--- config.mk ---
export PLATFORM = sky130hd
export DESIGN_NAME = vol_stepper
export DESIGN_NICKNAME = d
export VERILOG_FILES = /design/src/rtl/vol_pkg.sv /design/src/rtl/vol_ctrl.sv /design/src/rtl/vol_datapath.sv /design/src/rtl/vol_stepper.sv
export SDC_FILE = /design/constraint.sdc
export NUM_CORES = 2
export LEC_CHECK = 0
export CAP_MARGIN = 20
export CORE_UTILIZATION = 65
export DETAILED_ROUTE_END_ITERATION = 7
export PLACE_DENSITY_LB_ADDON = 0.12
export SLEW_MARGIN = 20
export SYNTH_ARGS = -nofsm -noshare
export SYNTH_HDL_FRONTEND = slang
export SYNTH_HIERARCHICAL = 1
export SYNTH_SLANG_ARGS = --single-unit
--- constraint.sdc ---
create_clock -name clk -period 27.4 [get_ports clk]
set_input_delay 2.74 -clock clk [delete_from_list [all_inputs] [get_ports clk]]
set_output_delay 2.74 -clock clk [all_outputs]
set_load 0.02 [all_outputs]
--- src/rtl/vol_pkg.sv ---
package vol_pkg;
  // level 0 is silence; level n (1..LVL_MAX) means (n - LVL_UNITY)/8 dB
  localparam int LVL_W = 10;
  localparam logic [LVL_W-1:0] LVL_UNITY = 10'd913;
  localparam int LVL_MAX = 1016;
  localparam int OCT_STEPS = 48;             // eighth-dB steps per 6 dB octave
  localparam int FRAC_IW = $clog2(OCT_STEPS);
  localparam logic [4:0] CLIP_LIMIT = 5'd0;  // clipping mode that caps gain at 0 dB
  localparam logic [7:0] FAST_CODE = 8'hFF;

  typedef struct packed {
    logic sampleEn;
    logic [LVL_W-1:0] level;
  } volStrobe_t;
endpackage

--- src/rtl/vol_ctrl.sv ---
module vol_ctrl
  import vol_pkg::*;
#(
  parameter int FAST_STEP = 4
) (
  input  logic        clk,
  input  logic        rstN,
  input  logic        ctrlWe,
  input  logic [15:0] ctrlWord,
  input  logic        inValid,
  output volStrobe_t  strobe
);
  localparam logic [LVL_W-1:0] FAST_AMT = LVL_W'(FAST_STEP);

  logic [LVL_W-1:0] curLevel, tgtLevel, newTgt, stepAmt, nextLevel;
  logic fastMode;
  logic [7:0] code, codeSat;

  always_comb begin
    code = ctrlWord[15:8];
    codeSat = (code > 8'h7F) ? 8'h7F : code;
    if (codeSat == 8'h00) newTgt = '0;
    else newTgt = {codeSat[6:0] - 7'd1, ctrlWord[7:5]} + LVL_W'(1);
    if (ctrlWord[4:0] == CLIP_LIMIT && newTgt > LVL_UNITY) newTgt = LVL_UNITY;
  end

  always_comb begin
    stepAmt = fastMode ? FAST_AMT : LVL_W'(1);
    if (curLevel < tgtLevel)
      nextLevel = (tgtLevel - curLevel > stepAmt) ? curLevel + stepAmt : tgtLevel;
    else if (curLevel > tgtLevel)
      nextLevel = (curLevel - tgtLevel > stepAmt) ? curLevel - stepAmt : tgtLevel;
    else
      nextLevel = curLevel;
  end

  always_ff @(posedge clk) begin
    if (!rstN) begin
      curLevel <= '0;
      tgtLevel <= '0;
      fastMode <= 1'b0;
    end else begin
      if (inValid) curLevel <= nextLevel;
      if (ctrlWe) begin
        if (code == FAST_CODE) begin
          fastMode <= 1'b1;
          tgtLevel <= '0;
        end else begin
          fastMode <= 1'b0;
          tgtLevel <= newTgt;
        end
      end
    end
  end

  assign strobe.sampleEn = inValid;
  assign strobe.level = curLevel;

  // the level never jumps by more than the fast step
  assert_step_bound_R7: assert property (@(posedge clk) disable iff (!rstN)
    ((curLevel > $past(curLevel)) ? (curLevel - $past(curLevel))
                                  : ($past(curLevel) - curLevel)) <= FAST_AMT);

  // no accepted sample, no movement
  assert_idle_hold_R10: assert property (@(posedge clk) disable iff (!rstN)
    !inValid |=> $stable(curLevel));

  // fast mute descends by the full fast step while far from silence
  assert_fast_rate_R8: assert property (@(posedge clk) disable iff (!rstN)
    (inValid && fastMode && !ctrlWe && curLevel >= FAST_AMT)
      |=> curLevel == $past(curLevel) - FAST_AMT);
endmodule

--- src/rtl/vol_datapath.sv ---
module vol_datapath
  import vol_pkg::*;
#(
  parameter int SAMPLE_W = 16
) (
  input  logic                       clk,
  input  logic                       rstN,
  input  volStrobe_t                 strobe,
  input  logic signed [SAMPLE_W-1:0] inLeft,
  input  logic signed [SAMPLE_W-1:0] inRight,
  output logic                       outValid,
  output logic signed [SAMPLE_W-1:0] outLeft,
  output logic signed [SAMPLE_W-1:0] outRight
);
  localparam int MANT_W = 16;
  localparam int MANT_FB = MANT_W - 1;                       // mantissa 1.0 = 2^15
  localparam int PROD_W = SAMPLE_W + MANT_W + 1;
  localparam int MAX_OCT = (LVL_MAX - 1) / OCT_STEPS;
  localparam int UNITY_OCT = (int'(LVL_UNITY) - 1) / OCT_STEPS;
  localparam int RSH = MANT_FB + UNITY_OCT;
  localparam int SH_W = PROD_W + MAX_OCT;
  localparam logic signed [SH_W-1:0] HALF = {{(SH_W-RSH){1'b0}}, 1'b1, {(RSH-1){1'b0}}};
  localparam logic signed [SH_W-1:0] POS_LIM = SH_W'((2 ** (SAMPLE_W-1)) - 1);
  localparam logic signed [SH_W-1:0] NEG_LIM = -SH_W'(2 ** (SAMPLE_W-1));

  function automatic int mantOf(input int k);
    real r;
    r = (2.0 ** MANT_FB) * (2.0 ** (real'(k) / real'(OCT_STEPS)));
    return $rtoi(r + 0.5);
  endfunction

  logic [MANT_W-1:0] mantRom [OCT_STEPS];
  for (genvar k = 0; k < OCT_STEPS; k++) begin : g_rom
    localparam int M = mantOf(k);
    assign mantRom[k] = MANT_W'(M);
  end

  logic [LVL_W-1:0] levM1, oct;
  logic [FRAC_IW-1:0] frac;
  logic [MANT_W-1:0] mant;
  logic silent;

  assign silent = (strobe.level == '0);
  assign levM1 = strobe.level - LVL_W'(1);
  assign oct = levM1 / LVL_W'(OCT_STEPS);
  assign frac = FRAC_IW'(levM1 % LVL_W'(OCT_STEPS));
  assign mant = mantRom[frac];

  logic signed [SAMPLE_W-1:0] smpIn [2];
  logic signed [SAMPLE_W-1:0] smpOut [2];
  assign smpIn[0] = inLeft;
  assign smpIn[1] = inRight;

  for (genvar ch = 0; ch < 2; ch++) begin : g_chan
    logic signed [PROD_W-1:0] prod;
    logic signed [SH_W-1:0] wide, rounded;
    assign prod = smpIn[ch] * $signed({1'b0, mant});
    assign wide = SH_W'(prod) <<< oct;
    assign rounded = (wide + HALF) >>> RSH;
    always_ff @(posedge clk) begin
      if (!rstN) smpOut[ch] <= '0;
      else if (strobe.sampleEn) begin
        if (silent) smpOut[ch] <= '0;
        else if (rounded > POS_LIM) smpOut[ch] <= POS_LIM[SAMPLE_W-1:0];
        else if (rounded < NEG_LIM) smpOut[ch] <= NEG_LIM[SAMPLE_W-1:0];
        else smpOut[ch] <= rounded[SAMPLE_W-1:0];
      end
    end
  end

  always_ff @(posedge clk) begin
    if (!rstN) outValid <= 1'b0;
    else outValid <= strobe.sampleEn;
  end

  assign outLeft = smpOut[0];
  assign outRight = smpOut[1];

  // a sample taken at the silent level comes out as exact zero
  assert_silent_zero_R3: assert property (@(posedge clk) disable iff (!rstN)
    (strobe.sampleEn && strobe.level == '0) |=> (outLeft == '0 && outRight == '0));

  // output strobe follows the input strobe by one cycle
  assert_valid_follow_R10: assert property (@(posedge clk) disable iff (!rstN)
    strobe.sampleEn |=> outValid);
  assert_valid_quiet_R10: assert property (@(posedge clk) disable iff (!rstN)
    !strobe.sampleEn |=> !outValid);
endmodule

--- src/rtl/vol_stepper.sv ---
module vol_stepper
  import vol_pkg::*;
#(
  parameter int SAMPLE_W = 16,
  parameter int FAST_STEP = 4
) (
  input  logic                       clk,
  input  logic                       rstN,
  input  logic                       ctrlWe,
  input  logic [15:0]                ctrlWord,
  input  logic                       inValid,
  input  logic signed [SAMPLE_W-1:0] inLeft,
  input  logic signed [SAMPLE_W-1:0] inRight,
  output logic                       outValid,
  output logic signed [SAMPLE_W-1:0] outLeft,
  output logic signed [SAMPLE_W-1:0] outRight
);
  volStrobe_t strobe;

  vol_ctrl #(.FAST_STEP(FAST_STEP)) u_ctrl (
    .clk(clk), .rstN(rstN), .ctrlWe(ctrlWe), .ctrlWord(ctrlWord),
    .inValid(inValid), .strobe(strobe)
  );

  vol_datapath #(.SAMPLE_W(SAMPLE_W)) u_dp (
    .clk(clk), .rstN(rstN), .strobe(strobe), .inLeft(inLeft), .inRight(inRight),
    .outValid(outValid), .outLeft(outLeft), .outRight(outRight)
  );
endmodule

==> results by group <==
Outcome
  – Status: finished, final reports clean

Timing
  – Pins over their slew limit: 0
  – Fin. Hold Viols: 0
  – Finish-stage setup viols: 0
  – FMAX: 67.3 MHz
  – Skew final: 0.00723 ns
  – RSZ-0062 raised after global routing: false
  – Worst-Margin Slew: 1.10 ns
  – Final Cycle Share: 54.2%
  – Setup tns final: 0 ns
  – Worst slew margin: 24.8%
  – Fin crit period: 14.85 ns

Yosys
  – Yosys cell types: 119
  – Post-Synth Adder-Cell Area: 40.6%
  – Syn. warnings: 6
  – Post-synthesis mux area share: 3.24%
  – Yosys reg bits: 54
  – Synth Instances: 3476
  – Complex-gate fraction of the synthesized area: 17.7%
  – Syn_area_per_cell: 8.06 µm²
  – Fraction of registers with async set/reset: 0%
  – Post-synth EDFFs: 32
  – Synth Area in XOR/XNOR: 3.16%
  – Ys flop type: edfxtp_1
  – Simple-gate share of the synthesized area: 19.6%
  – Synthesized net count: 4202
  – Main combinational cell family by area after synthesis: adder cells
  – Sequential area share after synthesis: 5.00%
  – Synthesized area: 0.0280 mm²

Floorplan
  – Die span in y: 210 µm
  – Num ports: 85
  – Die width: 210 µm
  – Initial Utilization: 66.3%
  – Die ar.: 0.0439 mm²
  – Core Region: 0.0422 mm²
  – Row cnt: 75

Routing
  – Via count: 25300
  – 1st-iter DRT viols: 2536
  – Vias per cell: 6.40
  – DRC viols: 0
  – Pre-Repair DR Iteration Count: 6
  – Wirelength per Cell: 20.7 µm
  – Number of antenna-violating nets in the routed design: 0
  – Final Routed Wirelength: 81800 µm

Placed design
  – Quantity of I/O buffers inserted on ports: 84
  – GPL Wtd Cong: 0.966
  – Post-DP HPWL: 62900 µm

Layout
  – N_diodes: 0
  – Final nets: 4141
  – Multi-input combinational cell area: 0.0237 mm²
  – Seq. cell area: 0.00140 mm²
  – Filler instances: 3476
  – Layout cell share with drive strength beyond 1: 4.83%
  – Layout area overhead: 3.99%

Setup path
  – Most used cell, CP: fa_1
  – Critical Path RT: 27.42 ns
  – FF-to-FF Start: u_ctrl/curLevel[0]
  – Worst path max stage delay: 0.70 ns
  – CP Class: reg2reg
  – Crit-path slowest cell: a311oi_1
  – Worst Path Arrival: 14.87 ns
  – Crit start category: flip-flop
  – Critical Path Source: u_ctrl/curLevel[0]
  – Critical-path maximum fanout: 32
  – Setup crit end kind: flip-flop

GRT
  – All-layer global routing usage: 37.9%
  – Initial antenna violation count: 1
  – Congestion Overflow GR: 0
  – First-pass GRT wire length: 134000 µm
  – Largest net degree at the start of global routing: 57
  – Number of global-route vias before repair: 25800

CTS
  – Clk_lat worst skew: 0.31 ns
  – Post-cts resize count: 0
  – Clock root buffer: clkbuf_16
  – Clk sinks: 54
  – CTS tree: built
  – H-tree depth: 2
  – Hold_buf cts: 0
  – CTS max path bufs: 2
  – Clock-pin slew on the worst setup and hold paths: 0.08 ns
  – Post-CTS Setup Repair Bufs: 0
  – CTS Buf Count: 5

Min path
  – Worst hold-check path type: reg2reg
  – Min-delay src: u_ctrl/tgtLevel[6]

Flow run
  – Max Cap Violations: 0
[synth_stat cells (22+ instances only)]
master | number | area (µm²)
a21o_1 | 33 | 248
nand4_1 | 23 | 144
a21oi_1 | 166 | 831
edfxtp_1 | 32 | 961
nor2_1 | 206 | 773
o211ai_1 | 41 | 308
mux2i_1 | 57 | 571
fa_1 | 392 | 7850
xnor2_1 | 66 | 578
a31oi_1 | 23 | 144
dfxtp_1 | 22 | 440
nand2b_1 | 40 | 250
nand2_1 | 378 | 1420
and2_1 | 188 | 1180
nor3_1 | 62 | 310
ha_1 | 282 | 3530
o21ai_0 | 125 | 626
nor2b_1 | 39 | 244
xor2_1 | 35 | 307
buf_2 | 29 | 145
nand3_1 | 55 | 275
clkbuf_1 | 133 | 499
inv_1 | 556 | 2090
a211oi_1 | 57 | 428
[layout make-up]
type / instances / area share, %
multi-input cells: 2675 / 81.3
well taps: 539 / 2.32
repair buffers: 122 / 3.87
flip-flops and latches: 54 / 4.81
clock buffers: 5 / 0.430
clock inverters: 3 / 0.0988
inverters: 557 / 7.18
[stage by stage]
stage / utilization (%) / hold slack, ns / worst slack, ns / instance area [µm²] / instances
finish: 69.0 / 0.583 / 12.55 / 29100 / 3955
global route: 69.0 / 0.611 / 11.60 / 29100 / 3955
CTS: 69.0 / 0.582 / 12.82 / 29100 / 3955
detailed placement: 68.6 / 0.573 / 12.89 / 29000 / 3947
global placement: 68.6 / 0.547 / 13.27 / 29000 / 3947
floorplan: - / 0.468 / 14.42 / 28000 / 3476
[per-layer routing]
layer	GRT usage, %	up-vias	wire length (µm)
met1	51.1	12400	33800
met4	13.0	2	2700
li1	-	11400	-
met2	62.4	1274	38300
met5	0	-	12
met3	5.79	209	7000
[cells by family after synthesis]
group | after synthesis
compound gates | 714
xor+xnor | 101
fa+ha+maj | 674
buf+inv | 747
flops | 54
mux | 82
simple gates | 1104
[cells in the final DEF (no fill, tap or decap), types with 10 or more instances in the layout]
cell type          n
a211o_1           10
a211oi_1          57
a21boi_0          16
a21o_1            33
a21oi_1          162
a21oi_2           17
a22oi_1           10
a31o_2            10
a31oi_1           21
and2_1           187
and3_1            19
buf_4             38
clkdlybuf4s50_1   84
dfxtp_1           22
edfxtp_1          32
fa_1             392
ha_1             282
inv_1            556
mux2_2            18
mux2i_1           56
nand2_1          378
nand2b_1          40
nand3_1           55
nand4_1           23
nor2_1           205
nor2b_1           39
nor3_1            62
nor3b_1           13
nor4_1            16
o211ai_1          41
o21a_1            20
o21ai_0          123
o21ai_1           12
o221ai_1          13
o22ai_1           20
o31ai_1           10
or2_2             12
or3_1             12
xnor2_1           66
xor2_1            35
[flip-flops by register name (all words and copies together) (netlist names)]
register	count
u_ctrl/curLevel	10
u_dp/outValid	1
u_ctrl/tgtLevel	10
u_ctrl/fastMode	1
u_dp/smpOut	32
[worst max-delay path: cells and delay by family (launching register included)]
kind | cells | cell delay [ns]
multiplexers | 2 | 0.43
AND/OR/NAND/NOR | 4 | 1.34
buffers and inverters | 6 | 1.12
flip-flops | 1 | 0.54
AO/OA/AOI/OAI | 21 | 6.54
adder cells (fa/ha/maj) | 9 | 4.33
XOR/XNOR | 2 | 0.24
[final timing paths]
path / to / slack (ns) / cells after the start
hold reg to reg: u_ctrl/tgtLevel[6] / 0.58 / 1
setup reg to reg: u_dp/smpOut[1][4] / 12.55 / 44
setup / recovery: u_dp/smpOut[1][4] / 12.55 / 44
hold / removal: u_ctrl/tgtLevel[6] / 0.58 / 1
Power is left out: the tool's default activity adds up to more than one toggle a clock period on the data nets, which glitch-free logic cannot reach.
